**src/rtl/tdm_pkg.sv**
```systemverilog
`timescale 1ns/1ps
package tdm_pkg;
  // Default geometry of one frame
  localparam int unsigned LANES_DEF  = 8;
  localparam int unsigned CHANS_DEF  = 32;
  localparam int unsigned BITS_DEF   = 8;
endpackage

```
**src/rtl/tdm_frame_counter.sv**
```systemverilog
`timescale 1ns/1ps
module tdm_frame_counter #(
  parameter int unsigned CHANS = 32,
  parameter int unsigned BITS  = 8,
  localparam int unsigned CH_W  = $clog2(CHANS),
  localparam int unsigned BIT_W = $clog2(BITS)
) (
  input  logic             clk,
  input  logic             rst_n,
  input  logic             frame_n,
  output logic [CH_W-1:0]  chan_o,
  output logic [BIT_W-1:0] bit_o,
  output logic             half_o,
  output logic             shift_o,
  output logic             cap_o
);
  localparam int unsigned POS_W = CH_W + BIT_W + 1;

  logic [POS_W-1:0] pos_q;

  always_ff @(posedge clk or negedge rst_n) begin
    if (!rst_n)        pos_q <= '0;
    else if (!frame_n) pos_q <= '0;
    else               pos_q <= pos_q + 1'b1;
  end

  assign half_o  = pos_q[0];
  assign bit_o   = pos_q[BIT_W:1];
  assign chan_o  = pos_q[POS_W-1:BIT_W+1];
  // mid-cell sample: edge that closes the first half of a cell
  assign shift_o = ~pos_q[0];
  assign cap_o   = shift_o && (bit_o == BIT_W'(BITS-1));

  p_count_step_r1: assert property (@(posedge clk) disable iff (!rst_n)
    frame_n |=> pos_q == POS_W'($past(pos_q) + 1'b1));

  p_sync_zero_r2: assert property (@(posedge clk) disable iff (!rst_n)
    !frame_n |=> pos_q == '0);

  p_cap_single_r5: assert property (@(posedge clk) disable iff (!rst_n)
    cap_o |=> !cap_o);
endmodule

```
**src/rtl/tdm_lane_shifter.sv**
```systemverilog
`timescale 1ns/1ps
module tdm_lane_shifter #(
  parameter int unsigned BITS = 8
) (
  input  logic            clk,
  input  logic            rst_n,
  input  logic            shift_i,
  input  logic            sdi_i,
  output logic [BITS-1:0] byte_o
);
  logic [BITS-2:0] sh_q;

  always_ff @(posedge clk or negedge rst_n) begin
    if (!rst_n)       sh_q <= '0;
    else if (shift_i) sh_q <= {sh_q[BITS-3:0], sdi_i};
  end

  // complete byte as seen at the sampling edge of the last bit
  assign byte_o = {sh_q, sdi_i};
endmodule

```
**src/rtl/tdm_write_drain.sv**
```systemverilog
`timescale 1ns/1ps
module tdm_write_drain #(
  parameter int unsigned LANES = 8,
  parameter int unsigned CHANS = 32,
  parameter int unsigned BITS  = 8,
  localparam int unsigned LN_W   = $clog2(LANES),
  localparam int unsigned CH_W   = $clog2(CHANS),
  localparam int unsigned ADDR_W = LN_W + CH_W
) (
  input  logic                  clk,
  input  logic                  rst_n,
  input  logic                  cap_i,
  input  logic [CH_W-1:0]       cap_chan_i,
  input  logic [LANES*BITS-1:0] bytes_i,
  input  logic                  ready_i,
  output logic                  valid_o,
  output logic [ADDR_W-1:0]     addr_o,
  output logic [BITS-1:0]       data_o
);
  logic [LANES-1:0]           pend_q;
  logic [LANES-1:0][BITS-1:0] snap_q;
  logic [CH_W-1:0]            chan_q;
  logic [LN_W-1:0]            sel;
  logic                       found;
  logic                       take;

  // lowest pending lane goes first
  always_comb begin
    sel   = '0;
    found = 1'b0;
    for (int i = 0; i < int'(LANES); i++) begin
      if (pend_q[i] && !found) begin
        sel   = LN_W'(i);
        found = 1'b1;
      end
    end
  end

  assign valid_o = |pend_q;
  assign data_o  = snap_q[sel];
  assign addr_o  = {sel, chan_q};
  assign take    = valid_o && ready_i;

  always_ff @(posedge clk or negedge rst_n) begin
    if (!rst_n) begin
      pend_q <= '0;
      snap_q <= '0;
      chan_q <= '0;
    end else if (cap_i) begin
      pend_q <= '1;
      snap_q <= bytes_i;
      chan_q <= cap_chan_i;
    end else if (take) begin
      pend_q[sel] <= 1'b0;
    end
  end

  p_stall_hold_r7: assert property (@(posedge clk) disable iff (!rst_n)
    (valid_o && !ready_i && !cap_i) |=> (valid_o && $stable(addr_o) && $stable(data_o)));

  p_reload_r8: assert property (@(posedge clk) disable iff (!rst_n)
    cap_i |=> (pend_q == '1) && (chan_q == $past(cap_chan_i)));

  p_lane_order_r5: assert property (@(posedge clk) disable iff (!rst_n)
    (take && !cap_i) |=> (!valid_o || (sel > $past(sel))));

  p_one_per_take_r6: assert property (@(posedge clk) disable iff (!rst_n)
    (take && !cap_i) |=> ($countones(pend_q) + 1 == $countones($past(pend_q))));
endmodule

```
**src/rtl/tdm_serial_framer.sv**
```systemverilog
`timescale 1ns/1ps
module tdm_serial_framer
  import tdm_pkg::*;
#(
  parameter int unsigned LANES = LANES_DEF,
  parameter int unsigned CHANS = CHANS_DEF,
  parameter int unsigned BITS  = BITS_DEF,
  localparam int unsigned LN_W   = $clog2(LANES),
  localparam int unsigned CH_W   = $clog2(CHANS),
  localparam int unsigned BIT_W  = $clog2(BITS),
  localparam int unsigned ADDR_W = LN_W + CH_W
) (
  input  logic              clk,
  input  logic              rst_n,
  input  logic              frame_n,
  input  logic [LANES-1:0]  sdi,
  input  logic              wr_ready,
  output logic              wr_valid,
  output logic [ADDR_W-1:0] wr_addr,
  output logic [BITS-1:0]   wr_data,
  output logic [CH_W-1:0]   frm_chan,
  output logic [BIT_W-1:0]  frm_bit,
  output logic              frm_half
);
  logic                  shift_en;
  logic                  cap_en;
  logic [LANES*BITS-1:0] lane_bytes;

  tdm_frame_counter #(.CHANS(CHANS), .BITS(BITS)) u_cnt (
    .clk     (clk),
    .rst_n   (rst_n),
    .frame_n (frame_n),
    .chan_o  (frm_chan),
    .bit_o   (frm_bit),
    .half_o  (frm_half),
    .shift_o (shift_en),
    .cap_o   (cap_en)
  );

  for (genvar g = 0; g < int'(LANES); g++) begin : g_lane
    tdm_lane_shifter #(.BITS(BITS)) u_sh (
      .clk     (clk),
      .rst_n   (rst_n),
      .shift_i (shift_en),
      .sdi_i   (sdi[g]),
      .byte_o  (lane_bytes[g*BITS +: BITS])
    );
  end

  tdm_write_drain #(.LANES(LANES), .CHANS(CHANS), .BITS(BITS)) u_drain (
    .clk        (clk),
    .rst_n      (rst_n),
    .cap_i      (cap_en),
    .cap_chan_i (frm_chan),
    .bytes_i    (lane_bytes),
    .ready_i    (wr_ready),
    .valid_o    (wr_valid),
    .addr_o     (wr_addr),
    .data_o     (wr_data)
  );

  p_burst_start_r5: assert property (@(posedge clk) disable iff (!rst_n)
    cap_en |=> (wr_valid && wr_addr[ADDR_W-1:CH_W] == '0));

  p_reset_idle_r9: assert property (@(posedge clk)
    !rst_n |-> !wr_valid);
endmodule

```
**config.mk**
```make
export PLATFORM = sky130hd
export DESIGN_NAME = tdm_serial_framer
export DESIGN_NICKNAME = d
export VERILOG_FILES = /design/src/rtl/tdm_pkg.sv /design/src/rtl/tdm_frame_counter.sv /design/src/rtl/tdm_lane_shifter.sv /design/src/rtl/tdm_write_drain.sv /design/src/rtl/tdm_serial_framer.sv
export SDC_FILE = /design/constraint.sdc
export NUM_CORES = 1
export LEC_CHECK = 0
export BUFFER_PORTS_ARGS = -buffer_cell sky130_fd_sc_hd__buf_2
export CAP_MARGIN = 20
export CORE_UTILIZATION = 40
export CTS_CLUSTER_DIAMETER = 120
export DETAILED_ROUTE_END_ITERATION = 12
export PLACE_DENSITY_LB_ADDON = 0.3
export SYNTH_ARGS = -nofsm -noshare
export SYNTH_HDL_FRONTEND = slang
export SYNTH_HIERARCHICAL = 1
export SYNTH_SLANG_ARGS = --single-unit
```
**constraint.sdc**
```tcl
create_clock -name clk -period 3.7 [get_ports clk]
set_clock_uncertainty 0.05 [all_clocks]
set_input_delay 0.925 -clock clk [delete_from_list [all_inputs] [get_ports clk]]
set_output_delay 0.925 -clock clk [all_outputs]
set_load 0.02 [all_outputs]
```
Word-level counts from Yosys, hierarchy flattened. Index checks and enable logic that the tools add are counted.

Flip-flop bits (word level): 142. Output and inout bits: 26. Logic and storage cells: 66.

Add/subtract/negate cells: 1. Magnitude comparators: 2. Equality and inequality tests: 1. Mux-type cells: 21. Bitwise gates (word level): 3. Reduce and logical (&&, ||, !) cells: 19.

Operators by type and width (count): $bmux W8 S3 (1); $mux W8 (3); $mux W3 (6); $logic_and A1 B1 Y1 (10); $add A9 B1 Y9 const B (1); $mux W1 (9); $mux W9 (1); $and A8 B8 Y8 (1); $not A8 Y8 (1); $reduce_or A8 Y1 (1); $logic_not A1 Y1 (7); $lt A3 B4 Y1 const B (1); $demux W1 S3 (1); $eq A3 B3 Y1 const B (1); $ge A3 B1 Y1 const B (1); $reduce_bool A2 Y1 (1); $not A1 Y1 (1).

Longest topological paths before layout. Gate-level depths: netlist (run 1).

Depth in word-level cells: 30. Gate-level depth with buffers: 10.

Cells and area by module. Netlist (run 1), hierarchy kept.

By module, submodules not included: tdm_write_drain (instances 1, cells an instance 285, area an instance 3608.5 um^2, seq. area each 1926.8 um^2); tdm_lane_shifter (instances 8, cells an instance 16, area an instance 299.0 um^2, seq. area each 175.2 um^2); tdm_frame_counter (instances 1, cells an instance 39, area an instance 429.2 um^2, seq. area each 225.2 um^2).

Least setup slack after synthesis (run 1). Ideal clock, no wire load.

Path kind: reg-to-output. Start point: register u_drain.pend_q[0]. End point: output port wr_data[5]. Data arrival time: 2106 ps. Required time: 2725 ps. Path slack: 619 ps. Cell stages (with the launch flop): 9. Path through: dfrtp_1 buf_2 nor4_4 nand3_2 and2_4 buf_6 buf_6 mux2_4 a211o_1.

Cells in the longest elaborated chain, start to end: 24.

RTL lines: start, declared (line tdm_write_drain.sv:20) `logic [LANES-1:0] pend_q;`; start signal, assigned (line tdm_write_drain.sv:46) `pend_q <= '0;`; start signal, assigned (line tdm_write_drain.sv:50) `pend_q <= '1;`; start signal, assigned by index (line tdm_write_drain.sv:54) `pend_q[sel] <= 1'b0;`; $mux W1 * (line tdm_write_drain.sv:32) `if (pend_q[i] && !found) begin`; $logic_not A1 Y1 (line tdm_write_drain.sv:32); $logic_and A1 B1 Y1 (line tdm_write_drain.sv:32); $mux W1 (line tdm_write_drain.sv:32); $logic_not A1 Y1 (line tdm_write_drain.sv:32); $logic_and A1 B1 Y1 (line tdm_write_drain.sv:32); $mux W1 (line tdm_write_drain.sv:32); $logic_not A1 Y1 (line tdm_write_drain.sv:32); [8 not listed]; $logic_not A1 Y1 (line tdm_write_drain.sv:32); $logic_and A1 B1 Y1 (line tdm_write_drain.sv:32); $mux W1 (line tdm_write_drain.sv:32); $logic_not A1 Y1 (line tdm_write_drain.sv:32); $logic_and A1 B1 Y1 (line tdm_write_drain.sv:32); $mux W3 * (line tdm_write_drain.sv:32); $bmux W8 S3 * (line tdm_write_drain.sv:40) `assign data_o = snap_q[sel];`; $mux W8 (not written as such) * (line tdm_write_drain.sv:40); end, declared (line tdm_serial_framer.sv:20) `output logic [BITS-1:0] wr_data,`.

Every way passes the cells marked *; elsewhere a longest branch is shown, timed or not. The select of a mux whose other input is x is not followed.

Worst setup path after layout (run 1).
Start point: register u_drain.pend_q[1]. End point: output port wr_data[5].

Cells in the longest elaborated chain, start to end: 22.

RTL lines (line): $logic_and A1 B1 Y1 * (tdm_write_drain.sv:32); $mux W1 (tdm_write_drain.sv:32); $logic_not A1 Y1 (tdm_write_drain.sv:32); $logic_and A1 B1 Y1 (tdm_write_drain.sv:32); $mux W1 (tdm_write_drain.sv:32); $logic_not A1 Y1 (tdm_write_drain.sv:32); $logic_and A1 B1 Y1 (tdm_write_drain.sv:32); $mux W1 (tdm_write_drain.sv:32); [6 not listed]; $logic_not A1 Y1 (tdm_write_drain.sv:32); $logic_and A1 B1 Y1 (tdm_write_drain.sv:32); $mux W1 (tdm_write_drain.sv:32); $logic_not A1 Y1 (tdm_write_drain.sv:32); $logic_and A1 B1 Y1 (tdm_write_drain.sv:32); $mux W3 * (tdm_write_drain.sv:32); $bmux W8 S3 * (tdm_write_drain.sv:40); $mux W8 (not written as such) * (tdm_write_drain.sv:40).

Marked as above.

==> summary.txt, run 1 <==
STA
  • Setup WS post-layout: 0.138 ns
  • Setup Viol. Count Final: 0
  • Max Clk Rate: 281 MHz
  • Total Neg Setup Slack: 0 ns
  • Slew Limit Fails: 0
  • Slew headroom: 28.3%
  • Unrepaired setup endpoints after global routing: no
  • Tcrit/Tclk final: 96.3%
  • Fin. Hold Viols: 0
  • Slew @ Worst Pin: 1.08 ns
  • Period minus WS final: 3.56 ns

Floorplan
  • Initial core utilization: 41.7%
  • Die height: 129 um
  • DIE AREA: 16,600 um^2
  • Core Area: 15,400 um^2
  • Top Ports: 38
  • # rows: 45
  • Die X: 129 um

Synthesis
  • Post-synth top cells: dfrtp_1 (142), mux2_2 (75), mux2_4 (58), nand3_1 (21), nand2_1 (20)
  • Post-synthesis cell count: 452
  • Yosys top cell area share: 55.3%
  • Syn_nets: 465
  • Register area share after synthesis: 55.3%
  • Cell variety after synth: 43
  • Most frequent cell after synthesis: dfrtp_1
  • Seq cells post-synth: 142
  • Synth Cell Area: 6430 um^2
  • Post-synth EDFFs: 0
  • Synth top area cells: dfrtp_1 (55%), mux2_4 (14%), mux2_2 (13%), buf_6 (1.8%), nand3_1 (1.6%)
  • Synth Flop Type: dfrtp_1
  • Largest area contributor in the netlist: dfrtp_1
  • Yosys warns: 6
  • Syn avg cell area: 14.2 um^2
  • Async set or reset register ratio after synthesis: 100%

Pwr
  • Pwr Density: 531 nW/um^2
  • Final Total Pwr: 3.87 mW
  • Psw: 0.889 mW
  • Sequential fraction of design power: 47.5%
  • Sw frac: 23.0%
  • Logic pwr share: 10.1%
  • VDD IR max: 371 uV
  • Int Power: 2.98 mW
  • Clock share of power: 42.4%
  • Leakage: 3.70 nW

Drt
  • Total wire length: 12,400 um
  • Pre-antenna DRT Iters: 4
  • Routed met2 length: 5810 um
  • Initial drt markers: 271
  • Drt drc: 0
  • Max Used Layer: met4
  • Avg Vias per Cell: 5.21
  • Metal1 wirelength: 5930 um
  • Residual antenna-violating net count after detailed routing: 0
  • Routed length per placed instance: 17.6 um
  • Wire length on met3: 415 um
  • Via total after detailed routing: 3,661

Critical path
  • Critical path peak fanout: 14
  • Worst Path Required: 2.72 ns
  • Critical-path top delay cell: dfrtp_1
  • CP Capture Type: output port
  • Worst r2r path cells: 2
  • Critical path arrival: 2.59 ns
  • CP cell instances: inv_1 > a221o_1 > buf_4 > and2_2 > mux2_4 > a211o_1 > buf_2
  • RR Endpoint: u_drain/snap_q[17]
  • Startpoint Class: flip-flop
  • Slowest stage delay, CP: 0.47 ns
  • Crit Path Category: reg -> out
  • Buffers plus inverters on the worst setup path: 3
  • R2r startpoint: u_cnt/pos_q[3]
  • Delay-heaviest family, CP: compound AO/OA/AOI/OAI gates
  • R2r setup slk: 1.60 ns

Clocking
  • CTS clk-pin slew, worst paths: 0.06 ns
  • H-tree Lvls: 4
  • Clock root cell: clkbuf_16
  • CTS Buf Count: 17
  • TritonCTS clock tree: done
  • Post-CTS Hold Buffers: 0
  • Max clock buf depth: 2
  • Clock latency on the worst-skew pair: 0.41 ns
  • Clk sinks: 142

Hold path
  • HP Class: reg -> reg
  • Hold worst-path end: u_drain/snap_q[31]
  • Worst hold path depth: 1
  • HP Start: g_lane[3].u_sh/sh_q[6]

Final layout
  • Share of cells above drive strength 1: 44.7%
  • Antenna cell count: 0
  • Fin nets: 493
  • FF/Latch Area: 3550 um^2
  • Layout fillers: 1,352
  • Multi-input logic area: 2630 um^2
  • Area growth, synth to finish: 13.4%

Placed design
  • Setup WS pre-CTS: 0.518 ns
  • I/O Buffers: 37
  • Dpl hpwl: 7900 um
  • GP Congestion: 0.820

Status
  • Status: finished, final reports clean

Global routing
  • Vias in the first global route: 3,802
  • Gr ovfl total: 0
  • All-Layer GR Usage: 16.6%
  • Global-route wire length before repair: 20,700 um
  • Initial antenna violation count: 0
  • Largest net degree at the start of global routing: 79

Flow run
  • Max Cap Violations: 0
-- per-layer routing --
layer,track usage [%],vias up
met3,4.28,16
li1,-,1690
met1,22.5,1898
met4,7.34,0
met2,25.2,57
met5,0,-
-- final cells by class --
class | count | share of cell area (%)
sequential | 142 | 48.7
clock buffer | 20 | 6.26
inverter | 3 | 0.172
clock inverter | 11 | 1.61
multi-input combinational | 272 | 36.1
tap | 211 | 3.62
timing repair buffer | 44 | 3.52
-- stage by stage --
step | area (um^2) | hold slack, ns | util [%] | std cells
6_report | 7290 | 0.446 | 47.3 | 703
3_3_place_gp | 6700 | 0.431 | 43.4 | 670
2_1_floorplan | 6430 | 0.415 | - | 452
3_5_place_dp | 6700 | 0.442 | 43.4 | 670
4_1_cts | 7280 | 0.455 | 47.2 | 701
5_1_grt | 7290 | 0.466 | 47.3 | 703
-- worst max-delay path by stage --
stage,from,endpoint,slack [ns],depth (start not counted)
finish,u_drain/pend_q[1],wr_data[5],0.14,7
global route,u_drain/pend_q[4],wr_data[7],0.01,6
CTS,u_drain/pend_q[6],wr_data[2],0.06,6
detailed placement,u_drain/pend_q[6],wr_data[2],0.52,6
global placement,u_drain/pend_q[6],wr_data[0],0.55,6
floorplan,u_drain/pend_q[0],wr_data[5],0.62,8
-- power by group through the flow --
stage,sequential [mW],combinational [mW],clock (mW)
floorplan,1.82,0.325,0
global placement,1.86,0.380,0
detailed placement,1.87,0.390,0
CTS,1.84,0.393,1.69
global route,1.86,0.424,1.76
finish,1.84,0.390,1.64
-- what timing repair did --
| action | 4_1_cts | 5_1_grt |
|---|---|---|
| hold endpoints to repair | 0 | 0 |
| buffers inserted | 0 | 1 |
| setup endpoints to repair | 0 | 8 |
| gates resized for setup | 0 | 1 |
-- logic make-up (layout without fill, tap and decap cells) --
logic type,count (synthesis),count (layout),share of synthesized area (%)
XOR/XNOR,3,3,0.409
adder cells (fa/ha/maj),1,1,0.195
AO/OA/AOI/OAI,49,49,5.62
AND/OR/NAND/NOR,77,78,6.62
flip-flops,142,142,55.3
multiplexers,141,141,27.9
buffers and inverters,39,78,3.97
-- registers in the layout, indices dropped and copies added (netlist names) --
| register | cells |
|---|---|
| u_cnt/pos_q | 9 |
| u_drain/chan_q | 5 |
| u_drain/pend_q | 8 |
| g_lane.u_sh/sh_q | 56 |
| u_drain/snap_q | 64 |
-- placed cells by master, fill, tap and decap left out, types with 3 or more instances in the layout --
cell type and n:
dfrtp_1 141, mux2_2 75, mux2_4 58, buf_2 36, nand3_1 21, nand2_1 20, clkbuf_16 17, o21ai_0 9
mux2i_1 8, a211o_1 8, a31oi_1 7, nand4_1 7, o221ai_1 7, clkinv_2 6, buf_4 6, nor2_1 5
a21o_1 5, or3_1 4, a21boi_1 4, and2_1 4, or2_2 3, nand2b_1 3
Note: power is estimated with default switching activity, not from simulation.
==> inputs of run 2 (changes only) <==
- CORE_ASPECT_RATIO: not set -> 1.75
- SETUP_SLACK_MARGIN: not set -> 0.15
==> run 2 against run 1 <==
Compared with the run above: the run now ends with DRC left; fmax increased by 3.5%; sequential power about the same; cell count shrank 2.4%; global-route usage increased by 0.81 points; core utilization decreased by 0.96 points; non-clock buffer count increased by 5; largest power group unchanged; highest routed layer unchanged.
==> summary.txt, run 2 (synthesis results as in run 1) <==
Status
  • Status: finished, violations left
  • Failing checks: DRC

STA
  • Fin. Hold Viols: 0 (unchanged)
  • Unrepaired setup endpoints after global routing: no
  • Slew Limit Fails: 0 (unchanged)
  • Setup WS post-layout: 0.258 ns (+0.120 ns)
  • Fin Hold WS: 0.454 ns (+0.00762 ns)
  • Setup Viol. Count Final: 0 (unchanged)
  • Period minus WS final: 3.44 ns (-0.120 ns)
  • Slew headroom: 28.3% (+0.034 points)
  • Tcrit/Tclk final: 93.0% (-3.2 points)
  • Slew @ Worst Pin: 1.07 ns (-0.000506 ns)
  • Total Neg Setup Slack: 0 ns (unchanged)
  • Max Clk Rate: 291 MHz (+3.5%)

Clocking
  • H-tree Lvls: 4 (unchanged)
  • Post-CTS Hold Buffers: 0 (unchanged)
  • CTS Buf Count: 17 (unchanged)
  • Clk sinks: 142 (unchanged)
  • Clock root cell: clkbuf_16
  • Clock latency on the worst-skew pair: 0.42 ns (about the same)
  • CTS clk-pin slew, worst paths: 0.06 ns (about the same)
  • Max clock buf depth: 2 (unchanged)
  • TritonCTS clock tree: done

Drt
  • Avg Vias per Cell: 5.43 (+4.2%)
  • Via total after detailed routing: 3,722 (+1.7%)
  • Routed length per placed instance: 19.5 um (+11%)
  • Drt drc: 12 (+12)
  • Pre-antenna DRT Iters: 9 (+5)
  • Residual antenna-violating net count after detailed routing: 0 (unchanged)
  • Total wire length: 13,400 um (+8.4%)
  • Initial drt markers: 205 (-24%)

Pwr
  • Leakage: 3.66 nW (-0.89%)
  • VDD IR max: 219 uV (-41%)
  • Clock share of power: 40.8% (-1.6 points)
  • Pwr Density: 519 nW/um^2 (-2.3%)
  • Psw: 0.958 mW (+7.7%)
  • Int Power: 2.84 mW (-4.9%)
  • Logic pwr share: 10.6% (+0.5 points)
  • Sequential fraction of design power: 48.6% (+1.1 points)
  • Sw frac: 25.2% (+2.3 points)

Placed design
  • GP Congestion: 0.853 (+4.1%)
  • Setup WS pre-CTS: 0.497 ns (-0.0213 ns)
  • I/O Buffers: 37 (unchanged)
  • Dpl hpwl: 8970 um (+14%)
  • Placed Instances: 650 (-3.0%)

Critical path
  • Critical path arrival: 2.47 ns (-0.12 ns)
  • R2r setup slk: 1.58 ns (-0.02 ns)
  • Critical path peak fanout: 13 (-1)
  • Worst Path Required: 2.72 ns (about the same)
  • Startpoint Class: flip-flop
  • CP Capture Type: output port
  • Crit Path Category: reg -> out

Final layout
  • Most frequent cells in the layout: dfrtp_1 (139), mux2_2 (75), mux2_4 (58), buf_2 (36), nand3_1 (21)
  • Register with the most flip-flops: u_drain/snap_q
  • Area growth, synth to finish: 13.8%
  • Most common cell after layout, fill and taps aside: dfrtp_1
  • Max FFs per register: 64 (unchanged)
  • Fin nets: 497 (+0.81%)
  • Antenna cell count: 0 (unchanged)
  • Largest regs: u_drain/snap_q x64, g_lane.u_sh/sh_q x56, u_cnt/pos_q x9
  • Share of cells above drive strength 1: 47.3% (+2.6 points)
  • Finished Layout Cells: 686 (-2.4%)

Floorplan
  • Die height: 170 um (+32%)
  • Die X: 97.8 um (-24%)
  • Core Area: 15,800 um^2 (+2.4%)
  • Top Ports: 38 (unchanged)
  • # rows: 61 (+36%)
  • Initial core utilization: 40.7% (-0.98 points)
  • DIE AREA: 16,600 um^2 (+0.12%)

Global routing
  • All-Layer GR Usage: 17.4% (+0.81 points)
  • Vias in the first global route: 4,003 (+5.3%)
  • Initial antenna violation count: 0 (unchanged)
  • Gr ovfl total: 0 (unchanged)
  • Global-route wire length before repair: 22,100 um (+6.5%)
  • Largest net degree at the start of global routing: 90 (+14%)

Hold path
  • HP Class: reg -> reg

Flow run
  • Max Cap Violations: 0 (unchanged)
## run 2: timing repair
item	CTS	global route
setup endpoints to repair	8	8
gates resized for setup	3	11
setup buffers	1	3
pin swaps	2	1
endpoints found under the hold margin	0	0
## run 2: layout make-up
type	instances	area [um^2]
clock buffers	18	429
clock inverters	14	111
fillers	1407	8480
inverters	3	12.5
multi-input cells	271	2670
flip-flops and latches	142	3560
well taps	189	236
repair buffers	49	298
## run 2: power groups by stage
stage	registers, mW	logic (mW)	clock network, mW
2_1_floorplan	1.82	0.325	0
5_1_grt	1.86	0.435	1.66
6_report	1.84	0.403	1.55
4_1_cts	1.85	0.400	1.60
3_5_place_dp	1.87	0.393	0
3_3_place_gp	1.86	0.385	0
## run 2: final timing paths
check                                        from                     end  depth (start not counted)
worst min-delay path            u_drain/chan_q[0]       u_drain/chan_q[0]                          1
worst min register to register  u_drain/chan_q[0]       u_drain/chan_q[0]                          1
worst max-delay path            u_drain/pend_q[5]              wr_data[5]                          6
min in group asynchronous                   rst_n  g_lane[6].u_sh/sh_q[1]                          1
worst max register to register     u_cnt/pos_q[3]      u_drain/snap_q[56]                          2
max in group asynchronous                   rst_n          u_cnt/pos_q[7]                          2
## run 2: layer usage
layer,track usage (%),wire [um],vias to the layer above
met5,0,0,-
met4,6.59,233,0
met3,4.20,377,19
met2,30.5,7280,64
met1,20.6,5510,1945
li1,-,-,1694
## run 2: worst max-delay path, cell delays in order (launching register included)
cell and delay, ns:
dfrtp_1 0.47, nor2_1 0.39, nand3_4 0.19, and2_4 0.25, mux2_4 0.30, a211o_1 0.30
buf_2 0.16
## run 2: per-stage QoR
step | util, % | total power, mW | area [um^2]
after CTS | 45.9 | 3.84 | 7250
final | 46.3 | 3.79 | 7320
after global placement | 42.3 | 2.25 | 6690
after global routing | 46.3 | 3.96 | 7320
after detailed placement | 42.3 | 2.26 | 6690
after floorplan | - | 2.15 | 6430
==> inputs of run 3 (changes only) <==
- RECOVER_POWER: not set -> 100
==> run 3 against run 2 <==
Compared with the run above: the run ends with DRC, capacitance limit, slew limit left; non-clock buffer count unchanged; design area down 3.7%; routed wire length down 1.2%; die area unchanged; global-route usage unchanged; sequential power about the same; via count up 0.38%; combinational power down 34%; worst hold slack worse by 0.012 ns; core utilization down 1.7 points; setup slack worse by 0.070 ns; clock power about the same; critical endpoint is now wr_data[0]; largest power group unchanged.
==> summary.txt, run 3 (synthesis results as in run 1) <==
Status
  • Status: finished, violations left
  • Failing checks: DRC, capacitance limit, slew limit

Global routing
  • Global-route wire length before repair: 22,100 um (unchanged)
  • Gr ovfl total: 0 (unchanged)
  • Initial antenna violation count: 0 (unchanged)
  • All-Layer GR Usage: 17.4% (unchanged)
  • Vias in the first global route: 4,003 (unchanged)
  • Largest net degree at the start of global routing: 90 (unchanged)

Clocking
  • CTS clk-pin slew, worst paths: 0.06 ns (about the same)
  • Post-CTS Hold Buffers: 0 (unchanged)
  • TritonCTS clock tree: done
  • Clock latency on the worst-skew pair: 0.41 ns (about the same)
  • Max clock buf depth: 2 (unchanged)
  • H-tree Lvls: 4 (unchanged)
  • Clk sinks: 142 (unchanged)
  • Clock root cell: clkbuf_16
  • CTS Buf Count: 17 (unchanged)

Final layout
  • Antenna cell count: 0 (unchanged)
  • FF/Latch Area: 3560 um^2 (unchanged)
  • Share of cells above drive strength 1: 32.0% (-15 points)
  • Most common cell after layout, fill and taps aside: dfrtp_1
  • Max FFs per register: 64 (unchanged)
  • Area growth, synth to finish: 9.57%
  • Most frequent cells in the layout: dfrtp_1 (139), mux2_2 (75), mux2_1 (55), nand3_1 (22), clkbuf_1 (21)
  • Register with the most flip-flops: u_drain/snap_q
  • Largest regs: u_drain/snap_q x64, g_lane.u_sh/sh_q x56, u_cnt/pos_q x9
  • Fin nets: 497 (unchanged)
  • Multi-input logic area: 2460 um^2 (-8.0%)
  • Layout fillers: 1,487 (+5.7%)

STA
  • Setup Viol. Count Final: 0 (unchanged)
  • Tcrit/Tclk final: 94.9% (+1.9 points)
  • Fin. Hold Viols: 0 (unchanged)
  • Total Neg Setup Slack: 0 ns (unchanged)
  • Unrepaired setup endpoints after global routing: no
  • Slew Limit Fails: 225 (+225)
  • Slew @ Worst Pin: 2.20 ns (+1.13 ns)
  • Slew headroom: -46.9% (-75 points)
  • Max Clk Rate: 285 MHz (-2.0%)
  • Period minus WS final: 3.51 ns (+0.0697 ns)

Critical path
  • Critical path arrival: 2.54 ns (+0.07 ns)
  • Startpoint Class: flip-flop
  • CP Capture Type: output port
  • Crit Path Category: reg -> out
  • Critical path peak fanout: 15 (+2)
  • Worst Path Required: 2.72 ns (about the same)

Placed design
  • Dpl hpwl: 8970 um (unchanged)
  • I/O Buffers: 37 (unchanged)
  • GP Congestion: 0.853 (unchanged)

Drt
  • Drt drc: 12 (unchanged)
  • Total wire length: 13,200 um (-1.2%)
  • Routed length per placed instance: 19.3 um (-1.2%)
  • Residual antenna-violating net count after detailed routing: 0 (unchanged)
  • Avg Vias per Cell: 5.45 (+0.38%)
  • Via total after detailed routing: 3,736 (+0.38%)
  • Initial drt markers: 180 (-12%)
  • Pre-antenna DRT Iters: 8 (-1)

Floorplan
  • Initial core utilization: 40.7% (unchanged)
  • Die height: 170 um (unchanged)
  • Top Ports: 38 (unchanged)
  • Core Area: 15,800 um^2 (unchanged)
  • Die X: 97.8 um (unchanged)
  • # rows: 61 (unchanged)
  • DIE AREA: 16,600 um^2 (unchanged)

Flow run
  • Max Cap Violations: 3 (+3)

Pwr
  • VDD IR max: 217 uV (-1.0%)
  • Pwr Density: 516 nW/um^2 (-0.48%)
  • Logic pwr share: 7.3% (-3.3 points)
  • Sequential fraction of design power: 50.3% (+1.7 points)
  • Int Power: 2.71 mW (-4.6%)
  • Final Total Pwr: 3.64 mW (-4.2%)
  • Psw: 0.929 mW (-3.0%)
  • Clock share of power: 42.5% (+1.7 points)
  • Leakage: 3.32 nW (-9.5%)
  • Sw frac: 25.6% (+0.31 points)

Hold path
  • HP Class: reg -> reg
[run 3: cell count changes in the layout (fill, tap and decap cells not counted), sizes merged]
| cell | change |
|---|---|
| clkbuf | +24 |
| buf | -24 |
[run 3: layout make-up]
class / instances / area share, %
Multi-Input combinational cell: 271 / 34.9
Sequential cell: 142 / 50.5
Timing Repair Buffer: 49 / 3.41
Inverter: 3 / 0.178
Clock inverter: 14 / 1.58
Tap cell: 189 / 3.36
Clock buffer: 18 / 6.09
[run 3: stage by stage]
stage	utilization (%)	instance area, um^2	hold slack, ns	setup slack (ns)	instances
global placement	42.3	6690	0.437	0.530	650
floorplan	-	6430	0.415	0.619	452
finish	44.6	7050	0.442	0.188	686
CTS	45.9	7250	0.458	0.176	683
global route	44.6	7050	0.459	0.0873	686
detailed placement	42.3	6690	0.442	0.497	650
[run 3: final timing paths]
path / start / end / slack, ns / cells past startpoint
max in group asynchronous: rst_n / u_drain/pend_q[1] / 0.67 / 2
min in group asynchronous: rst_n / g_lane[6].u_sh/sh_q[1] / 1.07 / 1
hold reg to reg: g_lane[0].u_sh/sh_q[6] / g_lane[0].u_sh/sh_q[6] / 0.44 / 1
hold / removal: g_lane[0].u_sh/sh_q[6] / g_lane[0].u_sh/sh_q[6] / 0.44 / 1
setup reg to reg: u_cnt/pos_q[3] / u_drain/snap_q[56] / 1.01 / 2
setup / recovery: u_drain/pend_q[3] / wr_data[0] / 0.19 / 7
[run 3: repair_timing]
action	in CTS	in global routing
setup buffers	1	3
endpoints found under the setup margin	8	8
endpoints found under the hold margin	0	0
resized for setup	3	11
pin swaps	2	1
[run 3: power groups by stage]
stage | Clock (mW) | Combinational [mW] | Sequential, mW
after floorplan | 0 | 0.325 | 1.82
after global placement | 0 | 0.385 | 1.86
after detailed placement | 0 | 0.393 | 1.87
after CTS | 1.60 | 0.400 | 1.85
after global routing | 1.66 | 0.294 | 1.85
final | 1.54 | 0.264 | 1.83
[run 3: critical path, stage by stage (launching register included)]
cell      delay, ns
dfrtp_1        0.48
nor2_2         0.20
a221o_1        0.21
clkbuf_4       0.32
mux2i_2        0.30
o221ai_1       0.19
a211o_1        0.27
buf_2          0.16
[run 3: metal layers]
layer / wire (um) / global-route usage (%)
met4: 210 / 6.59
met3: 434 / 4.20
met1: 5300 / 20.6
met2: 7290 / 30.5
met5: 0 / 0
